$ cat config.mk
export PLATFORM = sky130hd
export DESIGN_NAME = twi_reg_slave
export DESIGN_NICKNAME = d
export VERILOG_FILES = /design/src/rtl/twi_pkg.sv /design/src/rtl/twi_line_sync.sv /design/src/rtl/twi_cond_detect.sv /design/src/rtl/twi_ctrl.sv /design/src/rtl/twi_reg_slave.sv
export SDC_FILE = /design/constraint.sdc
export NUM_CORES = 1
export LEC_CHECK = 0
export BUFFER_PORTS_ARGS = -buffer_cell sky130_fd_sc_hd__buf_2
export CAP_MARGIN = 20
export CELL_PAD_IN_SITES_DETAIL_PLACEMENT = 0
export CELL_PAD_IN_SITES_GLOBAL_PLACEMENT = 1
export CORE_UTILIZATION = 47
export DETAILED_ROUTE_END_ITERATION = 10
export PLACE_DENSITY_LB_ADDON = 0.25
export SLEW_MARGIN = 20
export SYNTH_ARGS = -nofsm -noshare
export SYNTH_HDL_FRONTEND = slang
export SYNTH_SLANG_ARGS = --single-unit
$ cat constraint.sdc
create_clock -name clk -period 5.8 [get_ports clk]
set_input_delay 0.29 -clock clk [delete_from_list [all_inputs] [get_ports clk]]
set_output_delay 0.29 -clock clk [all_outputs]
set_load 0.02 [all_outputs]
$ cat src/rtl/twi_pkg.sv
package twi_pkg;
  typedef enum logic [2:0] {
    ST_IDLE, ST_DEV, ST_PHI, ST_PLO, ST_WDAT, ST_RDAT, ST_SKIP
  } twi_state_e;

  // device address compare on bits [7:1] of the first byte
  function automatic logic addr_hit(input logic [7:0] b, input logic sel,
                                    input logic [6:0] lo, input logic [6:0] hi);
    return b[7:1] == (sel ? hi : lo);
  endfunction

  function automatic logic [15:0] ptr_step(input logic [15:0] p);
    return p + 16'd1;
  endfunction
endpackage

$ cat src/rtl/twi_line_sync.sv
module twi_line_sync #(
  parameter int STAGES = 2
) (
  input  logic clk,
  input  logic rst_n,
  input  logic d,
  output logic q,
  output logic q_prev
);
  logic [STAGES-1:0] pipe;

  genvar g;
  generate
    for (g = 0; g < STAGES; g++) begin : g_stage
      if (g == 0) begin : g_first
        always_ff @(posedge clk or negedge rst_n)
          if (!rst_n) pipe[0] <= 1'b1;
          else        pipe[0] <= d;
      end else begin : g_next
        always_ff @(posedge clk or negedge rst_n)
          if (!rst_n) pipe[g] <= 1'b1;
          else        pipe[g] <= pipe[g-1];
      end
    end
  endgenerate

  always_ff @(posedge clk or negedge rst_n)
    if (!rst_n) q_prev <= 1'b1;
    else        q_prev <= pipe[STAGES-1];

  assign q = pipe[STAGES-1];
endmodule

$ cat src/rtl/twi_cond_detect.sv
module twi_cond_detect (
  input  logic scl_s,
  input  logic scl_q,
  input  logic sda_s,
  input  logic sda_q,
  output logic scl_rise,
  output logic scl_fall,
  output logic start_det,
  output logic stop_det
);
  assign scl_rise  = scl_s & ~scl_q;
  assign scl_fall  = ~scl_s & scl_q;
  assign start_det = scl_s & scl_q & sda_q & ~sda_s;
  assign stop_det  = scl_s & scl_q & ~sda_q & sda_s;
endmodule

$ cat src/rtl/twi_ctrl.sv
module twi_ctrl
  import twi_pkg::*;
#(
  parameter int       PTR_W   = 16,
  parameter int       DATA_W  = 8,
  parameter logic [6:0] DEV_LO = 7'h48,
  parameter logic [6:0] DEV_HI = 7'h5D
) (
  input  logic              clk,
  input  logic              rst_n,
  input  logic              addr_sel,
  input  logic              sda_s,
  input  logic              scl_rise,
  input  logic              scl_fall,
  input  logic              start_det,
  input  logic              stop_det,
  input  logic [DATA_W-1:0] rd_data,
  output logic              sda_oe,
  output logic              wr_en,
  output logic [PTR_W-1:0]  wr_addr,
  output logic [DATA_W-1:0] wr_data,
  output logic [PTR_W-1:0]  ptr,
  output twi_state_e        state,
  output logic              ack_slot
);
  localparam int CNT_W = $clog2(DATA_W + 1);
  localparam logic [CNT_W-1:0] LAST = CNT_W'(DATA_W);

  logic [DATA_W-1:0] shreg;
  logic [CNT_W-1:0]  bitn;
  logic              rw;
  logic              m_ack;
  logic              active;
  logic              go_read;

  assign active  = (state != ST_IDLE) && (state != ST_SKIP);
  assign go_read = ((state == ST_DEV) && rw) || ((state == ST_RDAT) && m_ack);

  always_ff @(posedge clk or negedge rst_n) begin
    if (!rst_n) begin
      state    <= ST_IDLE;
      bitn     <= '0;
      ack_slot <= 1'b0;
      sda_oe   <= 1'b0;
      shreg    <= '0;
      rw       <= 1'b0;
      m_ack    <= 1'b0;
      ptr      <= '0;
      wr_en    <= 1'b0;
      wr_addr  <= '0;
      wr_data  <= '0;
    end else begin
      wr_en <= 1'b0;
      if (start_det) begin
        state    <= ST_DEV;
        bitn     <= '0;
        ack_slot <= 1'b0;
        sda_oe   <= 1'b0;
      end else if (stop_det) begin
        state    <= ST_IDLE;
        bitn     <= '0;
        ack_slot <= 1'b0;
        sda_oe   <= 1'b0;
      end else if (active) begin
        if (scl_rise) begin
          if (ack_slot)              m_ack <= ~sda_s;
          else if (state == ST_RDAT) bitn  <= bitn + 1'b1;
          else begin
            shreg <= {shreg[DATA_W-2:0], sda_s};
            bitn  <= bitn + 1'b1;
          end
        end else if (scl_fall) begin
          if (ack_slot) begin
            ack_slot <= 1'b0;
            bitn     <= '0;
            sda_oe   <= 1'b0;
            case (state)
              ST_DEV:  state <= rw ? ST_RDAT : ST_PHI;
              ST_PHI:  state <= ST_PLO;
              ST_PLO:  state <= ST_WDAT;
              ST_RDAT: if (!m_ack) state <= ST_SKIP;
              default: state <= state;
            endcase
            if (go_read) begin
              shreg  <= rd_data;
              sda_oe <= ~rd_data[DATA_W-1];
            end
          end else if (bitn == LAST) begin
            ack_slot <= 1'b1;
            case (state)
              ST_DEV: begin
                if (addr_hit(shreg, addr_sel, DEV_LO, DEV_HI)) begin
                  sda_oe <= 1'b1;
                  rw     <= shreg[0];
                end else begin
                  state    <= ST_SKIP;
                  ack_slot <= 1'b0;
                end
              end
              ST_PHI: begin
                ptr[PTR_W-1:PTR_W-8] <= shreg;
                sda_oe <= 1'b1;
              end
              ST_PLO: begin
                ptr[7:0] <= shreg;
                sda_oe   <= 1'b1;
              end
              ST_WDAT: begin
                wr_en   <= 1'b1;
                wr_addr <= ptr;
                wr_data <= shreg;
                ptr     <= ptr_step(ptr);
                sda_oe  <= 1'b1;
              end
              ST_RDAT: begin
                sda_oe <= 1'b0;
                ptr    <= ptr_step(ptr);
              end
              default: sda_oe <= 1'b0;
            endcase
          end else if (state == ST_RDAT) begin
            shreg  <= {shreg[DATA_W-2:0], 1'b0};
            sda_oe <= ~shreg[DATA_W-2];
          end
        end
      end
    end
  end
endmodule

$ cat src/rtl/twi_reg_slave.sv
module twi_reg_slave
  import twi_pkg::*;
#(
  parameter int         PTR_W   = 16,
  parameter int         DATA_W  = 8,
  parameter int         SYNC_N  = 2,
  parameter logic [6:0] DEV_LO  = 7'h48,
  parameter logic [6:0] DEV_HI  = 7'h5D
) (
  input  logic              clk,
  input  logic              rst_n,
  input  logic              scl_i,
  input  logic              sda_i,
  output logic              sda_oe_o,
  input  logic              addr_sel_i,
  output logic              wr_en_o,
  output logic [PTR_W-1:0]  wr_addr_o,
  output logic [DATA_W-1:0] wr_data_o,
  output logic [PTR_W-1:0]  rd_addr_o,
  input  logic [DATA_W-1:0] rd_data_i
);
  logic scl_s, scl_q, sda_s, sda_q;
  logic scl_rise, scl_fall, start_det, stop_det;
  logic ack_slot;
  logic in_skip, in_wdat;
  twi_state_e state;

  twi_line_sync #(.STAGES(SYNC_N)) u_scl (
    .clk(clk), .rst_n(rst_n), .d(scl_i), .q(scl_s), .q_prev(scl_q));
  twi_line_sync #(.STAGES(SYNC_N)) u_sda (
    .clk(clk), .rst_n(rst_n), .d(sda_i), .q(sda_s), .q_prev(sda_q));

  twi_cond_detect u_cond (
    .scl_s(scl_s), .scl_q(scl_q), .sda_s(sda_s), .sda_q(sda_q),
    .scl_rise(scl_rise), .scl_fall(scl_fall),
    .start_det(start_det), .stop_det(stop_det));

  twi_ctrl #(.PTR_W(PTR_W), .DATA_W(DATA_W), .DEV_LO(DEV_LO), .DEV_HI(DEV_HI)) u_ctrl (
    .clk(clk), .rst_n(rst_n), .addr_sel(addr_sel_i), .sda_s(sda_s),
    .scl_rise(scl_rise), .scl_fall(scl_fall),
    .start_det(start_det), .stop_det(stop_det),
    .rd_data(rd_data_i), .sda_oe(sda_oe_o),
    .wr_en(wr_en_o), .wr_addr(wr_addr_o), .wr_data(wr_data_o),
    .ptr(rd_addr_o), .state(state), .ack_slot(ack_slot));

  assign in_skip = (state == ST_SKIP);
  assign in_wdat = (state == ST_WDAT);
endmodule

# Word level (Yosys, flattened, before mapping)
# Cells that the tools add are included.
# word_totals
register_bits,66
inputBits,13
out_inout_bits,42
word_cells,141
# classes
add_sub_neg,2
eq_ne,17
mux,58
bitwise_logic,17
reduce_logical,29
# op_table
operator,n
$mux 8,8
$mux 3,11
$pmux 8 s2,2
$reduce_and 8->1,4
$mux 4,7
$mux 1,27
$reduce_and 9->1,2
$add 16x1->16 const B,1
$reduce_bool 4->1,4
$pmux 3 s4,1
$reduce_bool 3->1,4
$not 1->1,10
$reduce_and 5->1,2
$and 1x1->1,7
$eq 7x7->1,1
$eq 3x2->1 const B,2
$eq 3x3->1 const B,2
$ne 2x2->1 const B,3
$ne 6x5->1 const B,1
$reduce_bool 2->1,3
$reduce_bool 6->1,1
$mux 5,1
$ne 5x5->1 const B,1
$reduce_bool 5->1,1
other kinds (15),17

# Longest topological paths before layout
# Gate-level depths: netlist of run 1.
# logic_depth
depth_word,11
mapped_depth,9

# Modules after synthesis
# From an unflattened synthesis of run 1, not the netlist that was laid out.
# unflattened
cells_unflattened,317
area_unflattened_um2,3393.3
# by_module_without_submodules
mod,n_inst,cells_per_inst,area_per_inst_um2,seq_area_each_um2
twi_ctrl,1,307,3203.1,1501.4
twi_line_sync,2,3,78.8,78.8
twi_cond_detect,1,4,32.5,0.0

# Worst setup path before layout of run 1
# Ideal clock, no wire load.
# synth_timing
path_type,register to register
startpoint,register u_scl.q_prev
endpoint,register u_ctrl.wr_addr[10]
setup_time_ps,128
arrival_ps,2171
slack_ps,3501
path_stages_with_launch,9
n_path_buf,2
synth_period_minus_slack_ps,2299
path_cell_list,dfstp_2 > inv_1 > ha_1 > buf_4 > nand2b_1 > a2111oi_4 > nand2_2 > buf_4 > mux2_1
# synth_between
elab_chain_cells,5
# synth_rtl
element,line_no,text
start: declaration,twi_line_sync.sv:8,output logic q_prev
start signal: assignment,twi_line_sync.sv:29,else q_prev <= pipe[STAGES-1];
$and 1x1->1,"twi_cond_detect.sv:13, twi_cond_detect.sv:14",
"$and 1x1->1, on equally long branches (2 in series)","twi_cond_detect.sv:14, twi_cond_detect.sv:13",
$not 1->1 (no line),n/a,
$reduce_and 8->1 (no line) (*),n/a,
end signal: assignment,twi_ctrl.sv:110,wr_addr <= ptr;
end: declaration,twi_ctrl.sv:20,"output logic [PTR_W-1:0] wr_addr,"
# Mark *: on every way between the ends. The rest lies on a longest branch, timed or not.
# A chain may end at the register's enable or synchronous reset.

# Final worst setup path of run 1
# layout_timing
startpoint,register u_scl.q_prev
endpoint,register u_ctrl.bitn[0]
# layout_between
elab_chain_cells,6
# layout_rtl
element,line_no,text
branches (longest 6 deep; another with $ne 4x4->1),n/a,
end signal: assignment,twi_ctrl.sv:67,else if (state == ST_RDAT) bitn <= bitn + 1'b1;
end signal: assignment,twi_ctrl.sv:70,bitn <= bitn + 1'b1;
end: declaration,twi_ctrl.sv:30,logic [CNT_W-1:0] bitn;
# Several ways; the timed one is not identified. The select of a mux whose other input is x is not followed.

==> results.md, run 1 <==
- Outcome: complete, no violations
- Layout cell share with drive strength beyond 1: 28.1%
- Number of input and output port buffers inserted: 54
- First-pass GRT wire length: 12.4 mm
- Post-synth top area cell: sky130_fd_sc_hd__dfrtp_1
- Number of ports placed on the die boundary: 55
- Seq cells post-synth: 66
- Critical Path Start: u_scl.q_prev
- Total Neg Setup Slack: 0 ns
- Clock transition at path regs: 0.07 ns
- Post-layout net count: 391
- Kind of end point of the critical path: flop
- Std-Cell Core Area: 0.00691 mm2
- Final setup skew: 0.00862 ns
- Syn Std Cell Area: 0.00341 mm2
- Number of antenna repair diodes: 0
- Mapped Nets: 341
- Post-cts sizing count: 0
- GRT Util Overall: 21.4%
- Number of distinct library cells after synthesis: 55
- Vias in the first global route: 2431
- Mean post-synth cell area: 10.6 um2
- Critical Path Max Stage Delay: 0.67 ns
- Highest clock frequency the design can meet: 371 MHz
- Maximum number of pins on one net before global-route repair: 67
- Most common flop cell mapped by yosys: sky130_fd_sc_hd__dfrtp_1
- Clock Root Buffer: sky130_fd_sc_hd__clkbuf_8
- CP Data Required Time: 6.05 ns
- EDFF count, synth: 0
- Period Utilization, post-route: 46.5%
- Number of DRC markers in iteration 0: 164
- Syn-to-layout area delta: 14.9%
- Element type at the critical path start: flop
- Largest fanout of any net on the critical path: 10
- Die Area: 0.00761 mm2
- Leading cell types by total area after synthesis: sky130_fd_sc_hd__dfrtp_1 (44%), sky130_fd_sc_hd__mux2_2 (8.2%), sky130_fd_sc_hd__mux2_1 (5.6%), sky130_fd_sc_hd__dfstp_2 (4.6%), sky130_fd_sc_hd__a21oi_1 (4.3%)
- Wire length per cell: 15.8 um
- Max-cap viol count: 0
- Portion of the post-synthesis area used by sequential elements: 48.6%
- Arrival time of the worst setup path: 2.95 ns
- Overall die width: 87.2 um
- Detailed-route vias per instance: 5.63
- Initial DRT Pass Iterations: 4
- Crit-path slowest cell: sky130_fd_sc_hd__nor2b_1
- Overall via count from detail_route: 2662
- Insertion delay of the later-clocked pin in the worst-skew pair: 0.34 ns
- Clock tree from TritonCTS: yes
- Post-CTS setup-driven buffer insertion count: 0
- Overall power consumption: 1.25 mW
- Number of antenna violations at the first check in global routing: 0
- H-tree lvl count: 3
- Longest Clk Path Bufs: 2
- Total power per unit cell area: 318 mW/mm2
- Vertical die dimension: 87.2 um
- Number of remaining DRC errors: 0
- VDD IR-drop max: 0.285 mV
- Total number of placement rows: 30
- Ys async rst share: 100%
- Type of the worst setup path: flop to flop
- RSZ-0062 raised after global routing: false
- Worst path setup slack after routing: 3.10 ns
- Worst hold start: sda_i
- Worst slack, placed: 3.10 ns
- RR Startpoint: u_scl.q_prev
- Num CTS Buffers: 9
- Hold Path Class: input port to flop
- Total of hold buffers inserted after clock tree synthesis: 0
- Initial core utilization: 49.4%
- Number of cells produced by synthesis: 322
- # clock sinks: 66
- Post-route ant nets: 0
- Total gr overflow: 0
- Final number of max-transition violations: 0
- Estimated wirelength of the detail-placed design: 5.13 mm
- Leak: 1.91 nW
- Worst-Margin Slew: 0.835 ns
- Number of warnings issued by yosys: 0
- Portion of synthesized cell area occupied by the leading cell type: 44.0%
- Critical-path cell list: inv_1 -> ha_1 -> nor2b_1 -> o221ai_1 -> or3_1 -> a21oi_1
- Worst max-slew margin expressed relative to the limit: 44.4%
- Minimum clock period after layout: 2.70 ns
- Overall routed net length: 7.46 mm
- Cell family contributing the most delay on the critical path: simple AND/OR/NAND/NOR gates
- Final setup viols: 0
- Buffers and inverters on the worst path: 1
- Placer's final routability congestion estimate: 0.827
- Hold violation total from the final report: 0
==> flip-flops by register name, indices dropped and copies added, names as in the netlist <==
signal / flops
u_ctrl.state: 3
u_sda.q: 1
u_scl.pipe: 1
u_scl.q_prev: 1
u_ctrl.wr_addr: 16
u_ctrl.shreg: 8
u_ctrl.wr_en: 1
u_ctrl.ptr: 16
u_ctrl.rw: 1
u_sda.q_prev: 1
u_sda.pipe: 1
u_ctrl.ack_slot: 1
u_ctrl.bitn: 4
u_scl.q: 1
u_ctrl.m_ack: 1
u_ctrl.wr_data: 8
u_ctrl.sda_oe: 1
==> area by class of cell <==
class / count / area (um2)
flip-flops and latches: 66 / 1660
fillers: 636 / 2990
clock buffers: 11 / 131
well taps: 96 / 120
clock inverters: 5 / 55.1
multi-input cells: 229 / 1630
inverters: 10 / 37.5
repair buffers: 56 / 285
==> final timing paths <==
kind                             endpoint  slack [ns]  cells after the start
min                         u_sda.pipe[0]        0.05                      1
min reg2reg                       u_scl.q        0.36                      0
max                        u_ctrl.bitn[0]        3.10                      6
max in group asynchronous  u_ctrl.bitn[1]        5.11                      2
max reg2reg                u_ctrl.bitn[0]        3.10                      6
min in group asynchronous   u_ctrl.sda_oe        0.12                      2
==> cell families (layout without fill, tap and decap cells) <==
logic type	Yosys count	count (layout)	synth area share [%]
AOI/OAI and AO/OA	83	83	15.7
xor gates and xnor gates	3	3	0.770
adders and majority gates	6	6	2.20
buffers and inverters	27	82	3.56
DFF	66	66	48.6
muxes	46	46	15.0
and+or+nand+nor	91	91	14.1
==> placed cells by master (no fill, tap or decap), drive strengths merged, types with 5 or more instances in the layout <==
| master | Yosys | final |
|---|---|---|
| a21oi | 29 | 29 |
| buf | 7 | 56 |
| clkbuf | 10 | 11 |
| dfrtp | 60 | 60 |
| dfstp | 6 | 6 |
| ha | 6 | 6 |
| inv | 10 | 10 |
| mux2 | 42 | 42 |
| nand2 | 23 | 23 |
| nand2b | 7 | 7 |
| nand3 | 12 | 12 |
| nor2 | 18 | 18 |
| nor2b | 7 | 7 |
| nor3 | 5 | 5 |
| o21ai | 18 | 18 |
| o22a | 6 | 6 |
| o22ai | 6 | 6 |
==> routing by layer <==
layer	global-route usage (%)	vias to the layer above	part of all wire (%)
li1	-	1265	-
met1	31.2	1302	49
met2	31.8	89	44
met3	6.64	6	5.5
met4	4.02	0	0.79
met5	0	-	0
==> synthesized netlist by cell type, types with 2 or more instances <==
cell and n:
sky130_fd_sc_hd__dfrtp_1 60, sky130_fd_sc_hd__a21oi_1 29, sky130_fd_sc_hd__mux2_2 25, sky130_fd_sc_hd__nand2_1 22, sky130_fd_sc_hd__nor2_1 18, sky130_fd_sc_hd__mux2_1 17
sky130_fd_sc_hd__o21ai_0 17, sky130_fd_sc_hd__nand3_1 12, sky130_fd_sc_hd__inv_1 10, sky130_fd_sc_hd__clkbuf_1 9, sky130_fd_sc_hd__nand2b_1 7, sky130_fd_sc_hd__nor2b_1 7
sky130_fd_sc_hd__dfstp_2 6, sky130_fd_sc_hd__ha_1 6, sky130_fd_sc_hd__o22a_1 6, sky130_fd_sc_hd__o22ai_1 6, sky130_fd_sc_hd__nor3_1 5, sky130_fd_sc_hd__a31oi_1 4
sky130_fd_sc_hd__mux2i_1 4, sky130_fd_sc_hd__and3_1 3, sky130_fd_sc_hd__buf_2 3, sky130_fd_sc_hd__nand4_1 3, sky130_fd_sc_hd__o31ai_1 3, sky130_fd_sc_hd__a21o_1 2
sky130_fd_sc_hd__a22o_1 2, sky130_fd_sc_hd__a2bb2oi_1 2, sky130_fd_sc_hd__and2_1 2, sky130_fd_sc_hd__buf_4 2, sky130_fd_sc_hd__or3_1 2, sky130_fd_sc_hd__or3b_2 2
sky130_fd_sc_hd__xor2_1 2
==> report_power, final <==
part	leakage [nW]	total, mW	switching, mW	internal [mW]
clock network	0.0893	0.374	0.177	0.197
logic	0.935	0.292	0.164	0.128
registers	0.889	0.583	0.0824	0.500
==> per-stage QoR <==
stage	instance area (um2)	hold WS (ns)	utilization, %	instances
2_1_floorplan	3410	-0.00559	-	322
5_1_grt	3920	0.0241	56.8	473
4_1_cts	3920	0.0291	56.8	473
3_5_place_dp	3730	0.349	54.1	457
6_report	3920	0.0486	56.8	473
3_3_place_gp	3730	0.346	54.1	457
Power figures use the tool's default switching activity.
==> run 2: changes to the inputs <==
Settings changed: CORE_UTILIZATION 47 to 40.
Clock period 5.8 ns to 2.4 ns, I/O delays scaled along.
==> results.md, run 2 (synthesis results as in run 1) <==
- Kind of end point of the critical path: flop
- Highest clock frequency the design can meet: 457 MHz (+23%)
- Violated checks: hold timing
- Layout cell share with drive strength beyond 1: 31.0% (+2.9 points)
- Period Utilization, post-route: 91.2% (+45 points)
- Wl on met1: 4.04 mm (+10%)
- Post-layout net count: 407 (+4.1%)
- # clock sinks: 66 (unchanged)
- Clock Root Buffer: sky130_fd_sc_hd__clkbuf_8
- Topmost layer with routed signal wires: met4
- Overall routed net length: 8.01 mm (+7.4%)
- Total Neg Setup Slack: 0 ns (unchanged)
- Number of antenna violations at the first check in global routing: 0 (unchanged)
- Placer's final routability congestion estimate: 0.790 (-4.5%)
- Cell Int Power: 2.20 mW (+170%)
- Clock tree from TritonCTS: yes
- Fill cell instance count of the final layout: 782 (+23%)
- P_sw: 1.09 mW (+160%)
- Most common cell after layout, fill and taps aside: sky130_fd_sc_hd__dfrtp_1
- Registers with the highest flip-flop counts: u_ctrl.ptr: 16 flops, u_ctrl.wr_addr: 16 flops
- Worst path setup slack after routing: 0.211 ns (-2.89 ns)
- Element type at the critical path start: flop
- Maximum number of pins on one net before global-route repair: 67 (unchanged)
- Num CTS Buffers: 9 (unchanged)
- Vias in the first global route: 2640 (+8.6%)
- Number of input and output port buffers inserted: 54 (unchanged)
- Overall die width: 94.4 um (+8.2%)
- Critical-path cell list: or4bb_1 -> a21oi_1 -> nor2_1 -> o22ai_1 -> mux2_2
- Post-route ant nets: 0 (unchanged)
- Sum of met2 wire segment lengths after detailed routing: 3.59 mm (+8.5%)
- Wire length on met3: 257 um (-37%)
- Hold violation total from the final report: 50 (+50)
- Area occupied by multi-input gates: 0.00164 mm2 (+0.15%)
- Number of DRC markers in iteration 0: 104 (-37%)
- Total number of placement rows: 33 (+10%)
- Portion of total power attributed to the clock network: 33.0% (+3.0 points)
- Sw Ratio: 33.1% (-0.76 points)
- Overall via count from detail_route: 2671 (+0.34%)
- Die Area: 0.00891 mm2 (+17%)
- RSZ-0062 raised after global routing: false
- Post-CTS setup-driven buffer insertion count: 0 (unchanged)
- Part of the total power dissipated in combinational logic: 26.1% (+2.7 points)
- Commonest non-fill, non-tap cells in the layout: sky130_fd_sc_hd__dfrtp_1 (60), sky130_fd_sc_hd__buf_2 (54), sky130_fd_sc_hd__a21oi_1 (29), sky130_fd_sc_hd__mux2_2 (25), sky130_fd_sc_hd__nand2_1 (21)
- Max-cap viol count: 0 (unchanged)
- Minimum clock period after layout: 2.19 ns (-0.509 ns)
- Leak: 2.01 nW (+5.3%)
- VDD IR-drop max: 0.408 mV (+43%)
- Utilization after layout: 49.9% (-6.9 points)
- Total power per unit cell area: 802 mW/mm2 (+150%)
- CP Data Required Time: 2.63 ns (-3.42 ns)
- Fin Hold WS: -0.0663 ns (-0.115 ns)
- Total gr overflow: 0 (unchanged)
- GRT Util Overall: 19.9% (-1.5 points)
- Part of the power in registers: 40.9% (-5.7 points)
- Std-Cell Core Area: 0.00822 mm2 (+19%)
- Outcome: finished with violations
- Critical Path Max Stage Delay: 0.52 ns (-0.15 ns)
- Syn-to-layout area delta: 20.1%
- Hold Path Class: input port to asynchronous set/reset pin
- Number of antenna repair diodes: 0 (unchanged)
- Vertical die dimension: 94.4 um (+8.2%)
- H-tree lvl count: 3 (unchanged)
- Estimated wirelength of the detail-placed design: 5.48 mm (+6.9%)
- Wire length per cell: 16.1 um (+2.0%)
- Initial core utilization: 41.5% (-7.9 points)
- Worst slack, placed: 0.186 ns (-2.92 ns)
- Detailed-route vias per instance: 5.36 (-4.7%)
- Crit-path slowest cell: sky130_fd_sc_hd__or4bb_1
- Final number of max-transition violations: 0 (unchanged)
- Worst-Margin Slew: 0.846 ns (+0.0113 ns)
- Type of the worst setup path: flop to flop
- Number of remaining DRC errors: 0 (unchanged)
- Largest fanout of any net on the critical path: 5 (-5)
- Register cell area after layout: 0.00166 mm2 (unchanged)
- Arrival time of the worst setup path: 2.42 ns (-0.53 ns)
- Overall power consumption: 3.29 mW (+160%)
- Clock transition at path regs: 0.08 ns (about the same)
- Longest Clk Path Bufs: 2 (unchanged)
- Final setup viols: 0 (unchanged)
- Insertion delay of the later-clocked pin in the worst-skew pair: 0.35 ns (about the same)
- Initial DRT Pass Iterations: 4 (unchanged)
- First-pass GRT wire length: 13.4 mm (+8.6%)
- Worst max-slew margin expressed relative to the limit: 43.6% (-0.75 points)
- Number of ports placed on the die boundary: 55 (unchanged)
- Final setup skew: 0.00999 ns (+0.00136 ns)
## run 2: changes by cell type in the layout (fill, tap and decap cells not counted), moves of 2 or more
cell | before | now
sky130_fd_sc_hd__dlygate4sd3_1 | 0 | 2
sky130_fd_sc_hd__buf_4 | 2 | 16
sky130_fd_sc_hd__inv_6 | 0 | 2
sky130_fd_sc_hd__clkinv_2 | 2 | 0
## run 2: through the flow
| stage | cells | hold slack [ns] | cell area [um2] |
|---|---|---|---|
| 2_1_floorplan | 322 | -0.176 | 3410 |
| 3_3_place_gp | 480 | 0.226 | 3850 |
| 3_5_place_dp | 480 | 0.227 | 3850 |
| 4_1_cts | 498 | 0.00231 | 4100 |
| 5_1_grt | 498 | 0.0318 | 4100 |
| 6_report | 498 | -0.0663 | 4100 |
## run 2: power by group through the flow
stage                     Combinational [mW]  Clock (mW)  Sequential (mW)
after detailed placement               0.844           0             1.36
after global placement                 0.843           0             1.36
after CTS                              0.854        1.11             1.34
after global routing                   0.952        1.15             1.36
after floorplan                        0.582           0             1.33
final                                  0.858        1.08             1.35
## run 2: what timing repair did
item,CTS,global route
gates resized for setup,0,1
endpoints found under the setup margin,0,2
hold endpoints to repair,2,0
hold buffers,2,0
## run 2: critical path: cells and delay by family (launching register included)
| family | cells | cell delay [ns] |
|---|---|---|
| and+or+nand+nor | 2 | 0.60 |
| AOI/OAI and AO/OA | 2 | 0.59 |
| DFF | 1 | 0.49 |
| muxes | 1 | 0.38 |
## run 2: metal layers
| layer | track usage (%) | vias up |
|---|---|---|
| li1 | - | 1302 |
| met1 | 28.4 | 1303 |
| met2 | 30.5 | 57 |
| met3 | 3.38 | 9 |
| met4 | 6.92 | 0 |
| met5 | 0 | - |
## run 2: cell type report
cell class | instances | share of cell area, %
tap | 105 | 3.20
inverter | 10 | 0.915
timing repair buffer | 72 | 10.0
clock inverter | 5 | 2.08
clock buffer | 11 | 3.45
multi-input combinational | 229 | 39.9
sequential | 66 | 40.5
## run 2: worst paths after layout
path / from / depth (start not counted) / slack (ns) / endpoint
setup / recovery: u_ctrl.shreg[7] / 5 / 0.21 / u_ctrl.state[2]
hold / removal: rst_n / 2 / -0.07 / u_ctrl.state[1]
setup reg to reg: u_ctrl.shreg[7] / 5 / 0.21 / u_ctrl.state[2]
hold reg to reg: u_sda.pipe[0] / 0 / 0.36 / u_sda.q
max in group asynchronous: rst_n / 2 / 1.88 / u_ctrl.shreg[3]
min in group clk: rd_data_i[0] / 3 / 0.13 / u_ctrl.shreg[0]
